$ cat src/rtl/mts_pkg.sv
package mts_pkg;
  typedef enum logic [1:0] {
    OP_LIMIT  = 2'd0,
    OP_ENABLE = 2'd1,
    OP_CLEAR  = 2'd2,
    OP_LOAD   = 2'd3
  } cfg_op_e;

  function automatic int idx_width(input int n);
    return (n > 1) ? $clog2(n) : 1;
  endfunction
endpackage

$ cat src/rtl/mts_counter.sv
module mts_counter #(
  parameter int CNT_W = 32
) (
  input  logic             clk,
  input  logic             rst_n,
  input  logic             run_i,
  input  logic             ld_i,
  input  logic [CNT_W-1:0] ld_val_i,
  output logic [CNT_W-1:0] cnt_o
);
  localparam logic [CNT_W-1:0] ONE = {{(CNT_W-1){1'b0}}, 1'b1};

  function automatic logic [CNT_W-1:0] step_count(
    input logic [CNT_W-1:0] cur,
    input logic             run,
    input logic             ld,
    input logic [CNT_W-1:0] val
  );
    if (ld) return val;
    if (run) return cur + ONE;
    return cur;
  endfunction

  logic [CNT_W-1:0] cnt_q;

  always_ff @(posedge clk or negedge rst_n) begin
    if (!rst_n) cnt_q <= '0;
    else        cnt_q <= step_count(cnt_q, run_i, ld_i, ld_val_i);
  end

  assign cnt_o = cnt_q;
endmodule

$ cat src/rtl/mts_stamp_bank.sv
module mts_stamp_bank #(
  parameter int NUM_MBX = 32,
  parameter int CNT_W   = 32,
  localparam int IDX_W  = mts_pkg::idx_width(NUM_MBX)
) (
  input  logic               clk,
  input  logic               rst_n,
  input  logic [NUM_MBX-1:0] cap_vec_i,
  input  logic [CNT_W-1:0]   cnt_i,
  input  logic [IDX_W-1:0]   rd_idx_i,
  output logic [CNT_W-1:0]   stamp_o
);
  logic [NUM_MBX-1:0][CNT_W-1:0] stamp_w;

  for (genvar i = 0; i < NUM_MBX; i++) begin : g_slot
    logic [CNT_W-1:0] stamp_q;
    always_ff @(posedge clk or negedge rst_n) begin
      if (!rst_n)            stamp_q <= '0;
      else if (cap_vec_i[i]) stamp_q <= cnt_i;
    end
    assign stamp_w[i] = stamp_q;
  end

  always_comb begin
    stamp_o = '0;
    for (int i = 0; i < NUM_MBX; i++) begin
      if (rd_idx_i == IDX_W'(i)) stamp_o = stamp_w[i];
    end
  end
endmodule

$ cat src/rtl/mts_deadline.sv
module mts_deadline #(
  parameter int NUM_MBX = 32,
  parameter int CNT_W   = 32
) (
  input  logic               clk,
  input  logic               rst_n,
  input  logic               full_i,
  input  logic [CNT_W-1:0]   cnt_i,
  input  logic [NUM_MBX-1:0] done_vec_i,
  input  logic [NUM_MBX-1:0] lim_we_vec_i,
  input  logic [NUM_MBX-1:0] en_we_vec_i,
  input  logic [CNT_W-1:0]   wr_val_i,
  input  logic               clr_we_i,
  input  logic [NUM_MBX-1:0] clr_mask_i,
  output logic [NUM_MBX-1:0] hit_vec_o,
  output logic [NUM_MBX-1:0] flags_o
);
  function automatic logic deadline_hit(
    input logic             full,
    input logic             en,
    input logic             armed,
    input logic [CNT_W-1:0] cnt,
    input logic [CNT_W-1:0] lim,
    input logic             done
  );
    return full && en && armed && (cnt == lim) && !done;
  endfunction

  for (genvar i = 0; i < NUM_MBX; i++) begin : g_mbx
    logic [CNT_W-1:0] lim_q;
    logic             en_q;
    logic             arm_q;
    logic             flag_q;
    logic             hit;
    logic             clr;

    assign hit = deadline_hit(full_i, en_q, arm_q, cnt_i, lim_q, done_vec_i[i]);
    assign clr = clr_we_i && clr_mask_i[i];

    always_ff @(posedge clk or negedge rst_n) begin
      if (!rst_n) begin
        lim_q  <= '0;
        en_q   <= 1'b0;
        arm_q  <= 1'b0;
        flag_q <= 1'b0;
      end else begin
        if (lim_we_vec_i[i]) lim_q <= wr_val_i;
        if (en_we_vec_i[i])  en_q  <= wr_val_i[0];
        if (lim_we_vec_i[i])                arm_q <= 1'b1;
        else if (done_vec_i[i] || hit)      arm_q <= 1'b0;
        flag_q <= (flag_q && !clr) || hit;
      end
    end

    assign hit_vec_o[i] = hit;
    assign flags_o[i]   = flag_q;
  end
endmodule

$ cat src/rtl/msg_tstamp_unit.sv
module msg_tstamp_unit #(
  parameter int NUM_MBX = 32,
  parameter int CNT_W   = 32,
  localparam int IDX_W  = mts_pkg::idx_width(NUM_MBX)
) (
  input  logic               clk,
  input  logic               rst_n,
  input  logic               full_mode_i,
  input  logic               tick_i,
  input  logic               done_vld_i,
  input  logic [IDX_W-1:0]   done_idx_i,
  input  logic               cfg_we_i,
  input  logic [1:0]         cfg_op_i,
  input  logic [IDX_W-1:0]   cfg_idx_i,
  input  logic [CNT_W-1:0]   cfg_data_i,
  input  logic [IDX_W-1:0]   rd_idx_i,
  output logic [CNT_W-1:0]   cnt_o,
  output logic [CNT_W-1:0]   stamp_rd_o,
  output logic [NUM_MBX-1:0] flags_o,
  output logic               irq_o
);
  import mts_pkg::*;

  cfg_op_e            op;
  logic               ld_evt;
  logic               clr_evt;
  logic               lim_evt;
  logic               en_evt;
  logic               run_evt;
  logic [NUM_MBX-1:0] done_vec;
  logic [NUM_MBX-1:0] lim_we_vec;
  logic [NUM_MBX-1:0] en_we_vec;
  logic [NUM_MBX-1:0] hit_vec;
  logic [CNT_W-1:0]   cnt_w;

  assign op      = cfg_op_e'(cfg_op_i);
  assign ld_evt  = cfg_we_i && (op == OP_LOAD);
  assign clr_evt = cfg_we_i && (op == OP_CLEAR);
  assign lim_evt = cfg_we_i && (op == OP_LIMIT);
  assign en_evt  = cfg_we_i && (op == OP_ENABLE);
  assign run_evt = full_mode_i && tick_i;

  for (genvar i = 0; i < NUM_MBX; i++) begin : g_dec
    assign done_vec[i]   = full_mode_i && done_vld_i && (done_idx_i == IDX_W'(i));
    assign lim_we_vec[i] = lim_evt && (cfg_idx_i == IDX_W'(i));
    assign en_we_vec[i]  = en_evt  && (cfg_idx_i == IDX_W'(i));
  end

  mts_counter #(.CNT_W(CNT_W)) u_counter (
    .clk      (clk),
    .rst_n    (rst_n),
    .run_i    (run_evt),
    .ld_i     (ld_evt),
    .ld_val_i (cfg_data_i),
    .cnt_o    (cnt_w)
  );

  mts_stamp_bank #(.NUM_MBX(NUM_MBX), .CNT_W(CNT_W)) u_stamps (
    .clk       (clk),
    .rst_n     (rst_n),
    .cap_vec_i (done_vec),
    .cnt_i     (cnt_w),
    .rd_idx_i  (rd_idx_i),
    .stamp_o   (stamp_rd_o)
  );

  mts_deadline #(.NUM_MBX(NUM_MBX), .CNT_W(CNT_W)) u_deadline (
    .clk          (clk),
    .rst_n        (rst_n),
    .full_i       (full_mode_i),
    .cnt_i        (cnt_w),
    .done_vec_i   (done_vec),
    .lim_we_vec_i (lim_we_vec),
    .en_we_vec_i  (en_we_vec),
    .wr_val_i     (cfg_data_i),
    .clr_we_i     (clr_evt),
    .clr_mask_i   (cfg_data_i[NUM_MBX-1:0]),
    .hit_vec_o    (hit_vec),
    .flags_o      (flags_o)
  );

  assign cnt_o = cnt_w;
  assign irq_o = |flags_o;
endmodule

$ cat config.mk
export PLATFORM = sky130hd
export DESIGN_NAME = msg_tstamp_unit
export DESIGN_NICKNAME = d
export VERILOG_FILES = /design/src/rtl/mts_pkg.sv /design/src/rtl/mts_counter.sv /design/src/rtl/mts_stamp_bank.sv /design/src/rtl/mts_deadline.sv /design/src/rtl/msg_tstamp_unit.sv
export SDC_FILE = /design/constraint.sdc
export NUM_CORES = 2
export LEC_CHECK = 0
export BUFFER_PORTS_ARGS = -buffer_cell sky130_fd_sc_hd__buf_2
export CAP_MARGIN = 30
export CELL_PAD_IN_SITES_DETAIL_PLACEMENT = 0
export CELL_PAD_IN_SITES_GLOBAL_PLACEMENT = 1
export CORE_MARGIN = 3
export CORE_UTILIZATION = 40
export DETAILED_ROUTE_END_ITERATION = 8
export HOLD_SLACK_MARGIN = 0.06
export PLACE_DENSITY = 0.65
export SLEW_MARGIN = 30
export SYNTH_ARGS = -nofsm -noshare
export SYNTH_HDL_FRONTEND = slang
export SYNTH_SLANG_ARGS = --single-unit
$ cat constraint.sdc
create_clock -name clk -period 2.49 [get_ports clk]
set_input_delay 0.249 -clock clk [delete_from_list [all_inputs] [get_ports clk]]
set_output_delay 0.249 -clock clk [all_outputs]
set_load 0.005 [all_outputs]
After elaboration in Yosys (flattened, before gate mapping)
Index checks and enable logic that the tools add are counted.

Memory bits (writable): 0. Latch bits: 0. Bits of input ports: 55. Memories: 0. Output and inout port bits: 97. Memory bits (read-only): 0. Register bits after elaboration: 2176. Logic and storage cells: 853.

Bitwise logic cells: 0. Eq/ne operators: 128. Divide/modulo/power cells: 0. Multiply operators: 0. $add $sub $neg: 1. Shift-type cells: 0. Order comparisons: 0. Reductions and logical operators: 460. Mux-type cells: 103.

Operator list (number): two-way mux 32 bit (36); equality test 32 bit (32); logical AND 1 bit (294); equality test 5 bit, second input constant (48); equality test 5 x 4 -> 1 bit, second input constant (24); two-way mux 1 bit (67); nonzero test 2 bit (33); zero test 1 bit (64); logical OR 1 bit (64); equality test 5 x 3 -> 1 bit, second input constant (12); adder 32 x 1 -> 32 bit, second input constant (1); OR reduction 32 bit (1); equality test 5 x 2 -> 1 bit, second input constant (6); equality test 5 x 1 -> 1 bit, second input constant (3); zero test 5 bit (3); equality test 2 bit, second input constant (2); equality test 2 x 1 -> 1 bit, second input constant (1); zero test 2 bit (1).

Depth between registers and ports, before layout
Depth after elaboration: 33. Gate-level depth with buffers: 12. Mapped depth without buffers: 6.

Modules after synthesis
From an unflattened synthesis, not the netlist that was laid out.

Cell total of the unflattened synthesis: 8448. Area, all modules: 105073.3 µm².

Modules (own cells, without submodules): mts_deadline (sequential area each 28026.9 µm², cells an instance 4202, instances 1, area each 54810.1 µm²); mts_stamp_bank (sequential area each 25624.6 µm², cells an instance 3864, instances 1, area each 47620.7 µm²); mts_counter (sequential area each 800.8 µm², cells an instance 218, instances 1, area each 1891.8 µm²); msg_tstamp_unit (sequential area each 0.0 µm², cells an instance 164, instances 1, area each 750.7 µm²).

Worst setup path after synthesis
OpenSTA, ideal clock, no wires.

Kind: input to output. Start point: in rd_idx_i[0]. End point: out stamp_rd_o[12]. Setup slack: 414 ps. Data arrival time: 1827 ps. Required time: 2241 ps. Stages on the path: 9. Buffers on the path: 3. Path through: buf_2 -> buf_6 -> or3_4 -> nor2_4 -> buf_4 -> a22oi_1 -> a211oi_1 -> o221ai_1 -> a21oi_1.

Word-level cells in the longest chain between the ends: 33. Elaborated cells between the ends (all ways): 64. Classes of those cells: eq/ne (31); mux (32); reduce/logical (1).

RTL lines: start: declaration (line msg_tstamp_unit.sv:16) `input logic [IDX_W-1:0] rd_idx_i,`; zero test 5 bit (line mts_stamp_bank.sv:27) `if (rd_idx_i == IDX_W'(i)) stamp_o = stamp_w[i];`; two-way mux 32 bit (31 in series) (line mts_stamp_bank.sv:27); two-way mux 32 bit * (line mts_stamp_bank.sv:27); end: declaration (line msg_tstamp_unit.sv:18) `output logic [CNT_W-1:0] stamp_rd_o,`.

Mark *: on every way between the ends. The rest lies on a longest branch, timed or not.

Worst setup path in the final report
Start point: reg u_stamps.g_slot[12].stamp_q[24]. End point: out stamp_rd_o[24].

Word-level cells in the longest chain between the ends: 20.

RTL lines: start: declaration (line mts_stamp_bank.sv:16) `logic [CNT_W-1:0] stamp_q;`; start signal: assignment (line mts_stamp_bank.sv:19) `else if (cap_vec_i[i]) stamp_q <= cnt_i;`; two-way mux 32 bit (20 in series) (line mts_stamp_bank.sv:27).

Every way passes these cells.

==> impl_metrics.tcl <==
set metrics [dict create \
    root_buffer "clkbuf_16" \
    setup_slack_ns -0.732 \
    hold_path.class "in -> reg" \
    worst_pin_slew_ns 0.981 \
    grt_pass1_wl_um 574000 \
    path_delay_family "compound AO/OA/AOI/OAI gates" \
    crit_cells 6 \
    htree_levels 4 \
    dp_cells 12000 \
    finalNonFillerCells 12500 \
    worstSetupStartpointType "flip-flop" \
    startpoint "u_stamps.g_slot[12].stamp_q[24]" \
    finalHoldViolations 0 \
    ff_latch_area_mm2 0.0546 \
    p_leak_nw 60.5 \
    powerDensity_mw_per_mm2 780 \
    violations "negative setup slack" \
    rows 185 \
    drive_gt1_share_pct 44.3 \
    rsz0062_at_grt "yes" \
    crit_buf_inv 1 \
    outcome "complete, but fails checks" \
    grt_usage_pct 30.1 \
    required_ns 2.24 \
    portBuffers 151 \
    gp_congestion 0.946 \
    setup_violations 33 \
    io_pins 152 \
    yosysTopAreaCell "dfrtp_1" \
    reg2regPathDepth 8 \
    yosysTopAreaCellShare_pct 52.8 \
    period_share_pct 129 \
    vias 74300 \
    cpPeakStageDelay_ns 0.45 \
    first_iter_violations 6957 \
    critPathMaxFanout 2 \
    routed_wirelength_um 404000 \
    crit_type "reg -> out" \
    die_width_um 514 \
    first_pass_iters 5 \
    crit_end "stamp_rd_o[24]" \
    multi_input_area_mm2 0.0471 \
    grt_max_degree 117 \
    hpwlAfterDp_um 269000 \
    r2r-end "u_deadline.g_mbx[0].arm_q" \
    period_needed_ns 3.22 \
    crit_slowest_cell "o211ai_1" \
    regToRegSetupSlack_ns 0.01 \
    synth_ff_type "dfrtp_1" \
    core_area_mm2 0.255 \
    clk_pin_slew_ns 0.07 \
    whs_ns 0.145 \
    netlist_area_mm2 0.103 \
    synth.distinct_cells 87 \
    grt_pass1_vias 75700 \
    critPathCaptureType "output pin" \
    irDropWorstVdd_mv 0.781 \
    antenna_found_initial 41 \
    wl_per_cell_um 32.2 \
    syn_avg_cell_area_um2 12.6 \
    synthArstFlopShare_pct 100 \
    synthTopCellsByCount "2176 x dfrtp_1, 2065 x mux2_2, 652 x xor2_1, 403 x xnor2_1, 337 x clkbuf_1" \
    grt-ovfl-total 0 \
    crit_chain "a21oi_2 > a2bb2oi_2 > o211ai_1 > o21ai_4 > o211ai_1 > buf_4" \
    syn_inst 8210 \
    clock_latency_ns 0.89 \
    fin_skew_ns 0.0366 \
    cp_common_cell "o211ai_1" \
    cts-buffers-inserted 232 \
    dieArea_mm2 0.264 \
    synth.most_common_cell "dfrtp_1" \
    drc_errors 0 \
    clockBufferDepth 3 \
    die_height_um 514 \
    final_util_pct 49.6 \
    synth_edf_count 0 \
    synth_nets 8266 \
    area_growth_pct 22.7 \
    fmax_mhz 310 \
    cts_tree "done" \
    fin_tns_setup_ns -10.27 \
    synth_area_leaders "dfrtp_1 53%, mux2_2 23%, xor2_1 5.5%" \
    num-nets-final 9020 \
    r2r-start "u_counter.cnt_o[24]" \
    slew_headroom_pct 34.6 \
    total_power_mw 98.7 \
    slew_violations 0 \
    yosys_warnings 0 \
    antenna_left 0 \
    yosysSeqAreaShare_pct 52.8 \
    ys_ff_latch 2176 \
    nFillCells 22300 \
    avgViaCountPerCell 5.92 \
    initial_utilization_pct 40.4 \
    cts_num_sinks 2176 \
    drv_cap 0 \
    worst_ep_arrival_time_ns 2.97 \
]
## stage by stage
stage	instance area, um^2	setup WS (ns)
final	127000	-0.732
after floorplan	103000	0.414
after detailed placement	116000	-1.52
after CTS	126000	-0.816
after global routing	127000	-0.762
after global placement	116000	-1.45
## cells in the final DEF (no fill, tap or decap), types with 33 or more instances in the layout
| cell type | instances |
|---|---|
| buf_2 | 135 |
| and3_1 | 35 |
| nor4_2 | 35 |
| clkbuf_8 | 64 |
| buf_12 | 239 |
| clkbuf_1 | 55 |
| nand3_1 | 59 |
| a21oi_1 | 136 |
| dfrtp_1 | 2138 |
| a22oi_1 | 81 |
| mux2_2 | 2063 |
| a21oi_2 | 39 |
| nand4_1 | 186 |
| nor2_1 | 174 |
| nor3_1 | 71 |
| xor2_1 | 651 |
| dlygate4sd3_1 | 49 |
| nand2_1 | 242 |
| buf_4 | 814 |
| clkbuf_16 | 235 |
| o22ai_1 | 125 |
| xnor2_1 | 400 |
| nor2_4 | 36 |
| buf_6 | 33 |
| nor4_1 | 126 |
| o21ai_0 | 148 |
| inv_1 | 34 |
| clkinv_2 | 41 |
## layer usage
layer | share of wire, % | track usage, %
met5 | 0.019 | 0
met4 | 4.2 | 11.3
met3 | 7.5 | 5.34
met2 | 46 | 47.8
met1 | 42 | 41.0
## worst min-delay path, stage by stage
cell	delay, ns
buf_2	0.14
nand2_1	0.08
or3_2	0.15
buf_12	0.19
mux2_2	0.17
## timing repair
| action | in CTS | in global routing |
|---|---|---|
| setup buffers | 33 | 24 |
| endpoints found under the hold margin | 2233 | 9 |
| gates resized for setup | 274 | 129 |
| hold buffers | 48 | 1 |
| endpoints found under the setup margin | 62 | 75 |
| pin swaps | 123 | 103 |
## final cells by class
class	instances	area share [%]
Tap cell	3366	3.33
Clock inverter	81	0.771
Timing Repair Buffer	1276	9.90
Antenna cell	11	0.0217
Inverter	38	0.116
Sequential cell	2176	43.1
Clock buffer	354	5.51
Multi-Input combinational cell	5240	37.2
## worst min-delay path by stage
stage                                   startpoint                             end  slack [ns]  depth (start not counted)
floorplan                                    rst_n              u_counter.cnt_o[0]       -0.05                          0
global placement                             rst_n   u_deadline.g_mbx[13].lim_q[0]        0.45                          2
detailed placement  u_stamps.g_slot[0].stamp_q[17]  u_stamps.g_slot[0].stamp_q[17]        0.48                          1
CTS                                       cfg_we_i     u_deadline.g_mbx[28].flag_q        0.08                          7
global route                        cfg_data_i[26]  u_deadline.g_mbx[30].lim_q[26]        0.11                          2
finish                               done_idx_i[3]  u_stamps.g_slot[12].stamp_q[7]        0.14                          5
## kinds of logic (layout without fill, tap and decap cells)
logic type | after synthesis | count (layout) | share of synthesized area [%]
AO/OA/AOI/OAI | 900 | 900 | 5.85
multiplexers | 2083 | 2083 | 22.7
other | 0 | 11 | 0
XOR/XNOR | 1055 | 1055 | 8.96
AND/OR/NAND/NOR | 1201 | 1201 | 6.17
adder cells (fa/ha/maj) | 1 | 1 | 0.0121
flip-flops | 2176 | 2176 | 52.8
buffers and inverters | 794 | 1749 | 3.48
## state kept, by name (all words and copies together), names as in the netlist
| register | cells |
|---|---|
| u_counter.cnt_o | 32 |
| u_deadline.g_mbx.arm_q | 32 |
| u_stamps.g_slot.stamp_q | 1024 |
| u_deadline.g_mbx.flag_q | 32 |
| u_deadline.g_mbx.lim_q | 1024 |
| u_deadline.g_mbx.en_q | 32 |
## power by group
part | internal, mW | switching [mW]
Clock | 20.8 | 15.2
Combinational | 8.87 | 11.7
Sequential | 39.3 | 2.76
No activity file was read; power rests on OpenSTA's default activity.
